### src/rtl/prio_xfer_pkg.sv
package prio_xfer_pkg;
  typedef enum logic [2:0] {
    H_IDLE, H_WAIT, H_A_REQ, H_A_REL, H_D_REQ, H_D_REL
  } hp_state_t;

  typedef enum logic [2:0] {
    L_IDLE, L_ARM, L_A1_REQ, L_A1_REL, L_A2_REQ, L_A2_REL
  } lp_state_t;

  localparam int unsigned NREG   = 4;
  localparam int unsigned IX_ADR = 0;
  localparam int unsigned IX_DAT = 1;
  localparam int unsigned IX_SRC = 2;
  localparam int unsigned IX_DST = 3;
endpackage

### src/rtl/prio_reg_bank.sv
module prio_reg_bank #(
  parameter int unsigned W = 4,
  parameter int unsigned N = 4
) (
  input  logic                clk,
  input  logic                clr,
  input  logic [N-1:0]        ld,
  input  logic [W-1:0]        d,
  output logic [N-1:0][W-1:0] q
);
  for (genvar i = 0; i < N; i++) begin : g_reg
    always_ff @(posedge clk) begin
      if (clr)        q[i] <= '0;
      else if (ld[i]) q[i] <= d;
    end
  end
endmodule

### src/rtl/prio_hp_fsm.sv
module prio_hp_fsm
  import prio_xfer_pkg::*;
(
  input  logic clk,
  input  logic clr,
  input  logic go_i,
  input  logic xfer_i,
  input  logic alt_i,
  input  logic rdy_i,
  input  logic lp_busy_i,
  output logic req_o,
  output logic busy_o,
  output logic ld_addr_o,
  output logic ld_data_o,
  output logic rd_o,
  output logic wr_o,
  output logic kick_o,
  output logic kick_swap_o
);
  hp_state_t st;
  logic go_q, is_wr;

  assign req_o     = (st == H_A_REQ) || (st == H_D_REQ);
  assign ld_addr_o = (st == H_A_REQ) && rdy_i;
  assign ld_data_o = (st == H_D_REQ) && rdy_i;

  always_ff @(posedge clk) begin
    if (clr) begin
      st          <= H_IDLE;
      go_q        <= 1'b0;
      is_wr       <= 1'b0;
      busy_o      <= 1'b0;
      rd_o        <= 1'b0;
      wr_o        <= 1'b0;
      kick_o      <= 1'b0;
      kick_swap_o <= 1'b0;
    end else begin
      go_q   <= go_i;
      rd_o   <= 1'b0;
      wr_o   <= 1'b0;
      kick_o <= 1'b0;
      unique case (st)
        H_IDLE: if (go_i && !go_q) begin
          if (!xfer_i) begin
            busy_o <= 1'b1;
            is_wr  <= alt_i;
            st     <= H_WAIT;
          end else if (!lp_busy_i) begin
            kick_o      <= 1'b1;
            kick_swap_o <= alt_i;
          end
        end
        H_WAIT:  if (!rdy_i) st <= H_A_REQ;
        H_A_REQ: if (rdy_i)  st <= H_A_REL;
        H_A_REL: if (!rdy_i) begin
          if (is_wr) st <= H_D_REQ;
          else begin
            st     <= H_IDLE;
            busy_o <= 1'b0;
            rd_o   <= 1'b1;
            kick_o <= lp_busy_i;
          end
        end
        H_D_REQ: if (rdy_i)  st <= H_D_REL;
        H_D_REL: if (!rdy_i) begin
          st     <= H_IDLE;
          busy_o <= 1'b0;
          wr_o   <= 1'b1;
          kick_o <= lp_busy_i;
        end
        default: st <= H_IDLE;
      endcase
    end
  end
endmodule

### src/rtl/prio_lp_fsm.sv
module prio_lp_fsm
  import prio_xfer_pkg::*;
(
  input  logic clk,
  input  logic clr,
  input  logic kick_i,
  input  logic kick_swap_i,
  input  logic allow_i,
  input  logic rdy_i,
  output logic req_o,
  output logic busy_o,
  output logic ld_src_o,
  output logic ld_dst_o,
  output logic cp_o,
  output logic sw_o
);
  lp_state_t st;
  logic swp, prog;

  assign req_o    = (st == L_A1_REQ) || (st == L_A2_REQ);
  assign ld_src_o = (st == L_A1_REQ) && allow_i && rdy_i;
  assign ld_dst_o = (st == L_A2_REQ) && allow_i && rdy_i;

  always_ff @(posedge clk) begin
    if (clr) begin
      st     <= L_IDLE;
      busy_o <= 1'b0;
      swp    <= 1'b0;
      prog   <= 1'b0;
      cp_o   <= 1'b0;
      sw_o   <= 1'b0;
    end else begin
      cp_o <= 1'b0;
      sw_o <= 1'b0;
      unique case (st)
        L_IDLE: if (kick_i && allow_i) begin
          st     <= L_ARM;
          busy_o <= 1'b1;
          if (!busy_o) begin
            swp  <= kick_swap_i;
            prog <= 1'b0;
          end
        end
        L_ARM: begin
          if (!allow_i)   st <= L_IDLE;
          else if (!rdy_i) st <= prog ? L_A2_REQ : L_A1_REQ;
        end
        L_A1_REQ: begin
          if (!allow_i) st <= L_IDLE;
          else if (rdy_i) begin
            prog <= 1'b1;
            st   <= L_A1_REL;
          end
        end
        L_A1_REL: if (!rdy_i) st <= L_A2_REQ;
        L_A2_REQ: begin
          if (!allow_i)   st <= L_IDLE;
          else if (rdy_i) st <= L_A2_REL;
        end
        L_A2_REL: if (!rdy_i) begin
          st     <= L_IDLE;
          busy_o <= 1'b0;
          prog   <= 1'b0;
          swp    <= 1'b0;
          cp_o   <= !swp;
          sw_o   <= swp;
        end
        default: st <= L_IDLE;
      endcase
    end
  end
endmodule

### src/rtl/prio_xfer_ctrl.sv
module prio_xfer_ctrl
  import prio_xfer_pkg::*;
#(
  parameter int unsigned W = 4
) (
  input  logic         clk,
  input  logic         rst,
  input  logic         en_i,
  input  logic         go_i,
  input  logic         xfer_i,
  input  logic         alt_i,
  input  logic         rdy_i,
  input  logic [W-1:0] din_i,
  output logic         req_o,
  output logic         allow_o,
  output logic         hp_busy_o,
  output logic         lp_busy_o,
  output logic [W-1:0] addr_o,
  output logic [W-1:0] data_o,
  output logic [W-1:0] src_o,
  output logic [W-1:0] dst_o,
  output logic         rd_start_o,
  output logic         wr_start_o,
  output logic         cp_start_o,
  output logic         sw_start_o
);
  logic clr;
  logic hp_req, lp_req, kick, kick_swap;
  logic [NREG-1:0]        ld;
  logic [NREG-1:0][W-1:0] q;

  assign clr     = rst || !en_i;
  assign allow_o = en_i ^ hp_busy_o;
  assign req_o   = hp_req || lp_req;

  prio_hp_fsm u_hp (
    .clk(clk), .clr(clr), .go_i(go_i), .xfer_i(xfer_i), .alt_i(alt_i),
    .rdy_i(rdy_i), .lp_busy_i(lp_busy_o), .req_o(hp_req), .busy_o(hp_busy_o),
    .ld_addr_o(ld[IX_ADR]), .ld_data_o(ld[IX_DAT]), .rd_o(rd_start_o),
    .wr_o(wr_start_o), .kick_o(kick), .kick_swap_o(kick_swap)
  );

  prio_lp_fsm u_lp (
    .clk(clk), .clr(clr), .kick_i(kick), .kick_swap_i(kick_swap),
    .allow_i(allow_o), .rdy_i(rdy_i), .req_o(lp_req), .busy_o(lp_busy_o),
    .ld_src_o(ld[IX_SRC]), .ld_dst_o(ld[IX_DST]), .cp_o(cp_start_o),
    .sw_o(sw_start_o)
  );

  prio_reg_bank #(.W(W), .N(NREG)) u_regs (
    .clk(clk), .clr(clr), .ld(ld), .d(din_i), .q(q)
  );

  assign addr_o = q[IX_ADR];
  assign data_o = q[IX_DAT];
  assign src_o  = q[IX_SRC];
  assign dst_o  = q[IX_DST];
endmodule

### config.mk
export PLATFORM = sky130hd
export DESIGN_NAME = prio_xfer_ctrl
export DESIGN_NICKNAME = d
export VERILOG_FILES = /design/src/rtl/prio_xfer_pkg.sv /design/src/rtl/prio_reg_bank.sv /design/src/rtl/prio_hp_fsm.sv /design/src/rtl/prio_lp_fsm.sv /design/src/rtl/prio_xfer_ctrl.sv
export SDC_FILE = /design/constraint.sdc
export NUM_CORES = 1
export LEC_CHECK = 0
export ABC_CLOCK_PERIOD_IN_PS = 1800
export BUFFER_PORTS_ARGS = -buffer_cell sky130_fd_sc_hd__buf_2
export CAP_MARGIN = 40
export CORE_ASPECT_RATIO = 0.5
export CORE_MARGIN = 5
export CORE_UTILIZATION = 52
export CTS_CLUSTER_SIZE = 10
export DETAILED_ROUTE_END_ITERATION = 7
export PLACE_DENSITY_LB_ADDON = 0.25
export SLEW_MARGIN = 10
export SYNTH_ARGS = -nofsm -noshare
export SYNTH_HDL_FRONTEND = slang
export SYNTH_SLANG_ARGS = --single-unit
### constraint.sdc
create_clock -name clk -period 1.8 [get_ports clk]
set_clock_uncertainty 0.15 [all_clocks]
set_input_delay 0.36 -clock clk [delete_from_list [all_inputs] [get_ports clk]]
set_output_delay 0.36 -clock clk [all_outputs]
set_load 0.03 [all_outputs]
---- Word level (Yosys, flattened, before mapping) ----
Cells that the tools add are included.
storage, ports and cells
  bits in registers ....................... 34
  output and inout bits ................... 24
  bits of input ports ..................... 11
operators by class
  bitwise logic cells ..................... 6
  muxes and demuxes ....................... 42
  reduce and logical (&&, ||, !) cells .... 31
  equality and inequality tests ........... 27
operators with widths
  cell                                           number
  two-way mux 3 bit                              15
  case mux 3 bit (6 select lines)                2
  != test 2 bit, second input constant           11
  two-way mux 1 bit                              20
  AND reduction 6 bit                            3
  == test 3 x 2 -> 1 bit, second input constant  4
  == test 3 bit, second input constant           4
  != test 3 bit, second input constant           3
  case mux 1 bit (3 select lines)                3
  logical AND 1 bit                              8
  AND reduction 4 bit                            2
  AND reduction 7 bit                            1
  == test 3 x 1 -> 1 bit, second input constant  2
  logical NOT 3 bit                              2
  != test 2 x 1 -> 1 bit, second input constant  3
  AND reduction 3 bit                            2
  nonzero test 3 bit                             2
  OR reduction 3 bit                             2
  inverter 1 bit                                 5
  logical OR 1 bit                               4
  case mux 1 bit (2 select lines)                2
  logical NOT 1 bit                              3
  nonzero test 2 bit                             1
  OR reduction 2 bit                             1
  bitwise XOR 1 bit                              1

---- Logic depth before layout (Yosys ltp) ----
Gate-level depths: netlist of run 1.
  word-level depth ........................ 4
  gate-level depth with buffers ........... 5
  depth with buffers taken out ............ 5

---- Cells and area by module ----
Synthesis of run 1 repeated with hierarchy kept, for this count alone.
unflattened totals
  cells, all modules ...................... 162
  area total of the unflattened synthesis .. 1521.5 um^2
modules (own cells, without submodules)
  module          instances  cells each  area each (um^2)  seq. area each (um^2)
  prio_reg_bank   1          54          576.8             320.3
  prio_lp_fsm     1          59          490.5             160.2
  prio_hp_fsm     1          46          432.9             200.2
  prio_xfer_ctrl  1          3           21.3              0.0

---- Worst setup path before layout of run 1 ----
Ideal clock, no wire load.
  path type ............................... register to register
  from .................................... reg u_hp.busy_o
  to ...................................... reg u_lp.st[0]
  setup time .............................. 72 ps
  arrival ................................. 1629 ps
  path buffers ............................ 0
  slack ................................... -51 ps
  cell stages (with the launch flop) ...... 6
  cell sequence ........................... dfxtp_1 -> xnor2_2 -> inv_2 -> a2111o_1 -> o221ai_2 -> mux2i_1
on the way
  word-level cells in the longest chain between the ends .. 4
ends and longest elaborated chain
  element                           line                  RTL
  from (decl)                       prio_hp_fsm.sv:12     output logic busy_o,
  from (signal assigned)            prio_hp_fsm.sv:32     busy_o <= 1'b0;
  from (signal assigned)            prio_hp_fsm.sv:45     busy_o <= 1'b1;
  from (signal assigned)            prio_hp_fsm.sv:59     busy_o <= 1'b0;
  bitwise XOR 1 bit *               prio_xfer_ctrl.sv:33  assign allow_o = en_i ^ hp_busy_o;
  net allow_o                       prio_xfer_ctrl.sv:15  output logic allow_o,
  logical AND 1 bit                 prio_lp_fsm.sv:36     L_IDLE: if (kick_i && allow_i) begin
  != test 2 x 1 -> 1 bit (no line)  --
  AND reduction 6 bit (no line)     --
  to (signal assigned)              prio_lp_fsm.sv:46     else if (!rdy_i) st <= prog ? L_A2_REQ : L_A1_REQ;
  to (decl)                         prio_lp_fsm.sv:17     lp_state_t st;
The timed path passes the listed nets; every way through them passes the cells marked *.
A chain may end at the register's enable or synchronous reset.

---- Worst setup path after layout of run 1 ----
  from .................................... reg u_lp.st[2]
  to ...................................... out req_o
on the way
  word-level cells in the longest chain between the ends .. 3
ends and longest elaborated chain
  element                                                  line                  RTL
  == test 3 x 2 -> 1 bit or == test 3 bit (tied branches)  prio_lp_fsm.sv:20     assign req_o = (st == L_A1_REQ) || (st == L_A2_REQ);
  logical OR 1 bit *                                       prio_lp_fsm.sv:20
  logical OR 1 bit *                                       prio_xfer_ctrl.sv:34  assign req_o = hp_req || lp_req;
  to (decl)                                                prio_xfer_ctrl.sv:14  output logic req_o,
Mark *: on every way between the ends. The rest lies on a longest branch, timed or not.

==> reports/qor.csv, run 1 <==
stage,metric,value,unit
worst_setup_path,worstSetupPathType,reg -> out,
placement,port_buffers,34,
power,pwr-share-seq,52.5,%
yosys,syn-num-nets,172,
yosys,synth_cells,161,
floorplan,rows,13,
placement,dp_hpwl,2470,um
yosys,ys_types,37,
clocking,htreeDepth,2,
power,power_density,750,mW/mm^2
routing,wirelength,3430,um
clocking,clockBufferDepth,2,
timing,slew_headroom,73.3,%
placement,gp_congestion,0.819,
global_routing,overflow,0,
worst_setup_path,crit_chain,"nor2b_4, nor2_4, o22ai_2, buf_6",
global_routing,grt_max_degree,20,
clocking,holdBufCountCts,0,
yosys,ys_ff_latch,34,
final_layout,largest_register_ffs,16,
final_layout,n_fill_cell,220,
timing,holdWs,148,ps
global_routing,grt.total_usage,18.6,%
routing,vias,1320,
yosys,postSynthAreaPerCell,9.23,um^2
timing,fmax,0.571,GHz
power,power_frac_comb,6.8,%
clocking,clockRootBuffer,clkbuf_8,
global_routing,grt_pass1_wl,5740,um
power,power.internal,0.00110,W
floorplan,start_util,55.7,%
clocking,cts_tree,built,
clocking,cts_buffers,5,
timing,min_period_over_period,97.4,%
final_layout,synthToLayoutAreaGrowth,29.6,%
yosys,ys_seq_area_share,45.8,%
global_routing,grt_pass1_vias,1221,
routing,drtPass1Iterations,4,
power,p_sw,0.000344,W
power,ir_drop,0.000414,V
timing,hold_viol,0,
power,swShare,23.8,%
final_layout,top_regs,"u_regs.q: 16 flops, u_hp.st: 3 flops, u_lp.st: 3 flops",
routing,drt_iter0_drc,99,
timing,slew_violations,0,
timing,setup_viol,0,
final_layout,drive_gt1_share,34.9,%
floorplan,core,0.00267,mm^2
clocking,cts.sinks,34,
power,total_leakage_power,0.869,nW
worst_setup_path,startpoint_type,flip-flop,
min_path,min_path_cells,2,
worst_setup_path,cp_data_arrival_time,1240,ps
worst_setup_path,worstPathRequired,1290,ps
final_layout,regMostFlops,u_regs.q,
routing,avgRoutedWirePerCell,13.9,um
routing,drc_errors,0,
global_routing,antenna_found_initial,0,
timing,worst_pin_slew,400,ps
worst_setup_path,critPathMaxStageDelay,410,ps
worst_setup_path,cp_slowest_cell,dfxtp_4,
clocking,clock_latency,280,ps
job,drv_cap,0,
yosys,syn_area,0.00149,mm^2
power,power_frac_clock,40.7,%
timing,tns,0,ps
final_layout,antenna_cells,0,
floorplan,die_h,47.8,um
yosys,ys.warnings.count,0,
outcome,status,finished clean,
routing,ant_nets,0,
routing,viasPerCell,5.37,
final_layout,fin_nets,219,
floorplan,boundaryPins,35,
worst_setup_path,reg2reg_depth,5,
floorplan,die_w,85.6,um
min_path,hp-class,in -> reg,
floorplan,dieArea,0.00409,mm^2
worst_setup_path,cp-end-kind,output pin,
clocking,path_clk_slew,70,ps
timing,min_period,1750,ps
worst_setup_path,crit_fanout,8,
power by group through the flow:
stage | Combinational, W | Sequential (W) | Clock (W)
floorplan | 0.0000536 | 0.000780 | 0
global placement | 0.0000953 | 0.000778 | 0
detailed placement | 0.0000963 | 0.000778 | 0
CTS | 0.0000977 | 0.000759 | 0.000599
global route | 0.000107 | 0.000760 | 0.000640
finish | 0.0000982 | 0.000760 | 0.000588
cell usage in the layout (no fill, tap or decap), drive strengths merged, types with 3 or more instances in the layout:
cell,instances
nand3,4
mux2i,20
a21oi,4
nor4b,4
o21ai,6
nor2,28
nor3,3
inv,4
clkbuf,6
dfxtp,34
buf,49
nor3b,3
nand2b,4
nor2b,6
nand2,7
worst max-delay path, delay by kind of cell, from the launching register on:
| kind | cells | cell delay [ps] |
|---|---|---|
| simple gates | 2 | 260 |
| buf+inv | 1 | 150 |
| compound gates | 1 | 130 |
| flops | 1 | 410 |
layout make-up:
type / count / area, um^2 / area share, %
timing repair buffer: 49 / 289 / 15.0
sequential: 34 / 691 / 35.8
clock inverter: 2 / 12.5 / 0.649
tap: 37 / 46.3 / 2.40
multi-input combinational: 114 / 791 / 41.0
clock buffer: 6 / 82.6 / 4.29
inverter: 4 / 15.0 / 0.779
synthesized netlist by cell type, drive strengths merged:
cell	number	area share (%)
a2111o	2	1.5
a211oi	2	1.0
a21o	1	0.51
a21oi	4	1.3
a221oi	1	0.59
a22oi	1	0.51
a2bb2oi	1	0.59
a31oi	1	0.42
and2	2	0.84
and3	2	0.84
and3b	1	0.59
buf	5	1.6
clkbuf	4	1.0
dfxtp	34	46
inv	4	1.0
maj3	1	0.67
mux2i	20	13
nand2	7	1.8
nand2b	4	1.7
nand3	4	1.3
nand4b	1	0.59
nor2	28	7.1
nor2b	6	2.5
nor3	3	1.0
nor3b	3	1.5
nor4	1	0.42
nor4b	4	2.8
o211ai	2	1.0
o21ai	6	2.0
o221ai	1	1.0
o22ai	1	0.42
or3	2	0.84
xnor2	2	1.7
cells by family (layout without fill, tap and decap cells):
kind of cell | Yosys count | in the layout | synth area share [%]
AND/OR/NAND/NOR | 68 | 68 | 23.8
flip-flops | 34 | 34 | 45.8
AO/OA/AOI/OAI | 23 | 23 | 10.9
multiplexers | 20 | 20 | 13.5
buffers and inverters | 13 | 61 | 3.62
XOR/XNOR | 2 | 2 | 1.68
adder cells (fa/ha/maj) | 1 | 1 | 0.673
layer usage:
layer	global-route usage [%]	routed length [um]	vias to the layer above
li1	-	-	656
met1	23.7	1660	622
met5	0	0	-
met2	30.1	1510	38
met3	6.53	234	4
met4	6.62	27	0
worst paths after layout:
kind / startpoint / to / slack (ps)
max: u_lp.st[2]$_SDFFE_PP0P_ / req_o / 50
min: go_i / u_hp.go_q$_SDFF_PP0_ / 150
max reg2reg: u_hp.busy_o$_SDFFE_PP0P_ / u_lp.st[2]$_SDFFE_PP0P_ / 130
min reg2reg: u_lp.prog$_SDFFE_PP0P_ / u_lp.prog$_SDFFE_PP0P_ / 330
metrics by stage:
stage / utilization [%] / worst slack, ps / instance area (um^2) / total power (W) / std cells
after global placement: 66.6 / 77.0 / 1780 / 0.000874 / 237
after global routing: 72.2 / -11.3 / 1930 / 0.00151 / 246
final: 72.2 / 47.5 / 1930 / 0.00145 / 246
after floorplan: - / 61.2 / 1490 / 0.000833 / 161
after CTS: 70.6 / 0.212 / 1880 / 0.00146 / 245
after detailed placement: 66.6 / 51.8 / 1780 / 0.000875 / 237
repair_timing:
item                                   4_1_cts  5_1_grt
setup buffers                                0        1
gates resized for setup                      6       11
endpoints found under the hold margin        0        0
setup endpoints to repair                    1        1
pin swaps                                    0        1
Note: power is estimated with default switching activity, not from simulation.
==> run 2: changes to the inputs <==
--- a/config.mk
+++ b/config.mk
@@ -6,13 +6,12 @@
 export NUM_CORES = 1
 export LEC_CHECK = 0
 export ABC_CLOCK_PERIOD_IN_PS = 1800
-export BUFFER_PORTS_ARGS = -buffer_cell sky130_fd_sc_hd__buf_2
 export CAP_MARGIN = 40
-export CORE_ASPECT_RATIO = 0.5
 export CORE_MARGIN = 5
-export CORE_UTILIZATION = 52
+export CORE_UTILIZATION = 60
 export CTS_CLUSTER_SIZE = 10
 export DETAILED_ROUTE_END_ITERATION = 7
+export DONT_BUFFER_PORTS = 1
 export PLACE_DENSITY_LB_ADDON = 0.25
 export SLEW_MARGIN = 10
 export SYNTH_ARGS = -nofsm -noshare
==> reports/qor.csv, run 2 (synthesized netlist as in run 1, its figures left out) <==
stage,metric,value,unit
placement,gp_congestion,0.798,
timing,setup_viol,1,
clocking,cts_tree,built,
worst_setup_path,cp-end-kind,output pin,
placement,dp_slack,60.6,ps
floorplan,dieArea,0.00357,mm^2
routing,ant_nets,0,
timing,slew_violations,0,
power,total_leakage_power,0.733,nW
global_routing,antenna_found_initial,0,
job,drv_cap,0,
final_layout,top_regs,"u_regs.q: 16 flops, u_hp.st: 3 flops, u_lp.st: 3 flops",
routing,drtPass1Iterations,4,
final_layout,fin_nets,193,
clocking,cts_buffers,5,
final_layout,regMostFlops,u_regs.q,
outcome,status,finished with violations,
global_routing,grt_pass1_wl,6020,um
final_layout,n_fill_cell,167,
timing,slew_headroom,73.3,%
global_routing,grt_pass1_vias,1248,
floorplan,die_w,59.8,um
routing,drt_iter0_drc,78,
final_layout,synthToLayoutAreaGrowth,20.7,%
floorplan,core,0.00243,mm^2
final_layout,final_cell_mix,"dfxtp_1, nor2_1, buf_4, mux2i_1, nand2_1",
floorplan,rows,18,
power,p_sw,0.000296,W
routing,viasPerCell,6.03,
routing,drc_errors,0,
worst_setup_path,r2r_setup_slack,80,ps
min_path,hp-class,in -> reg,
floorplan,start_util,61.1,%
clocking,cts.sinks,34,
routing,avgRoutedWirePerCell,17.2,um
global_routing,grt.total_usage,22.5,%
placement,port_buffers,0,
floorplan,die_h,59.8,um
clocking,clockBufferDepth,2,
clocking,htreeDepth,2,
global_routing,overflow,0,
worst_setup_path,cp_data_arrival_time,1320,ps
power,power_frac_clock,34.1,%
routing,vias,1284,
timing,hold_viol,0,
final_layout,largest_register_ffs,16,
power,pwr-share-seq,59.4,%
power,power.internal,0.000975,W
timing,min_period,1830,ps
timing,worst_pin_slew,400,ps
floorplan,boundaryPins,35,
placement,dp_hpwl,2290,um
power,swShare,23.3,%
timing,fmax,0.547,GHz
timing,fin_ws,-27.1,ps
power,ir_drop,0.000564,V
outcome,violations,negative setup slack,
timing,rsz0062_at_grt,true,
clocking,clock_latency,330,ps
worst_setup_path,worstSetupPathType,reg -> out,
global_routing,grt_max_degree,18,
routing,wirelength,3660,um
clocking,clockRootBuffer,clkbuf_4,
worst_setup_path,crit_fanout,4,
final_layout,post-route-util,73.8,%
timing,min_period_over_period,102,%
power,power_density,708,mW/mm^2
clocking,path_clk_slew,100,ps
worst_setup_path,worstPathRequired,1290,ps
power,power_frac_comb,6.4,%
final_layout,antenna_cells,0,
worst_setup_path,startpoint_type,flip-flop,
final_layout,final_common_cell,dfxtp_1,
final_layout,drive_gt1_share,26.2,%
## run 2: worst paths after layout
kind / start / to / cells past startpoint
max: u_hp.st[2]$_SDFFE_PP0P_ / req_o / 4
min: din_i[3] / u_regs.q[15]$_SDFFE_PP0P_ / 2
min reg2reg: u_lp.swp$_SDFFE_PP0P_ / u_lp.cp_o$_SDFF_PP0_ / 1
max reg2reg: u_hp.busy_o$_SDFFE_PP0P_ / u_lp.st[0]$_SDFFE_PP0P_ / 5
## run 2: repair_timing
| action | in CTS | in global routing |
|---|---|---|
| resized for setup | 13 | 7 |
| endpoints found under the hold margin | 3 | 0 |
| pin swaps | 1 | 0 |
| setup endpoints to repair | 1 | 7 |
| hold buffers | 2 | 0 |
| buffers inserted | 8 | 0 |
## run 2: worst max-delay path: stages (launching register included)
cell and delay, ps:
dfxtp_4 390, nor2b_2 200, nor2_2 70, o22ai_2 140
buf_4 180
## run 2: cell type report
type | instances | area, um^2 | area share [%]
multi-input combinational | 114 | 806 | 44.9
timing repair buffer | 23 | 178 | 9.90
inverter | 4 | 15.0 | 0.837
clock buffer | 7 | 55.1 | 3.07
sequential | 34 | 698 | 38.9
tap | 30 | 37.5 | 2.09
clock inverter | 1 | 5.00 | 0.279
## run 2: per-stage QoR
step	setup TNS (ps)	cells	hold WS (ps)	area, um^2	total power (W)
2_1_floorplan	0	161	257	1490	0.000833
3_3_place_gp	0	195	275	1590	0.000848
3_5_place_dp	0	195	279	1590	0.000850
4_1_cts	0	213	4.69	1760	0.00128
5_1_grt	-77.3	213	5.37	1790	0.00133
6_report	-27.1	213	15.8	1790	0.00127
## run 2: per-layer routing
layer	vias to the layer above	share of wire, %	GRT usage [%]
li1	607	-	-
met1	600	41	28.2
met2	68	46	33.3
met3	9	10	8.42
met4	0	1.9	12.0
met5	-	0	0
## run 2: power by group through the flow
| stage | Sequential [W] | Clock [W] | Combinational, W |
|---|---|---|---|
| CTS | 0.000755 | 0.000445 | 0.0000771 |
| detailed placement | 0.000778 | 0 | 0.0000719 |
| global placement | 0.000778 | 0 | 0.0000702 |
| global route | 0.000756 | 0.000481 | 0.0000884 |
| floorplan | 0.000780 | 0 | 0.0000536 |
| finish | 0.000755 | 0.000434 | 0.0000816 |
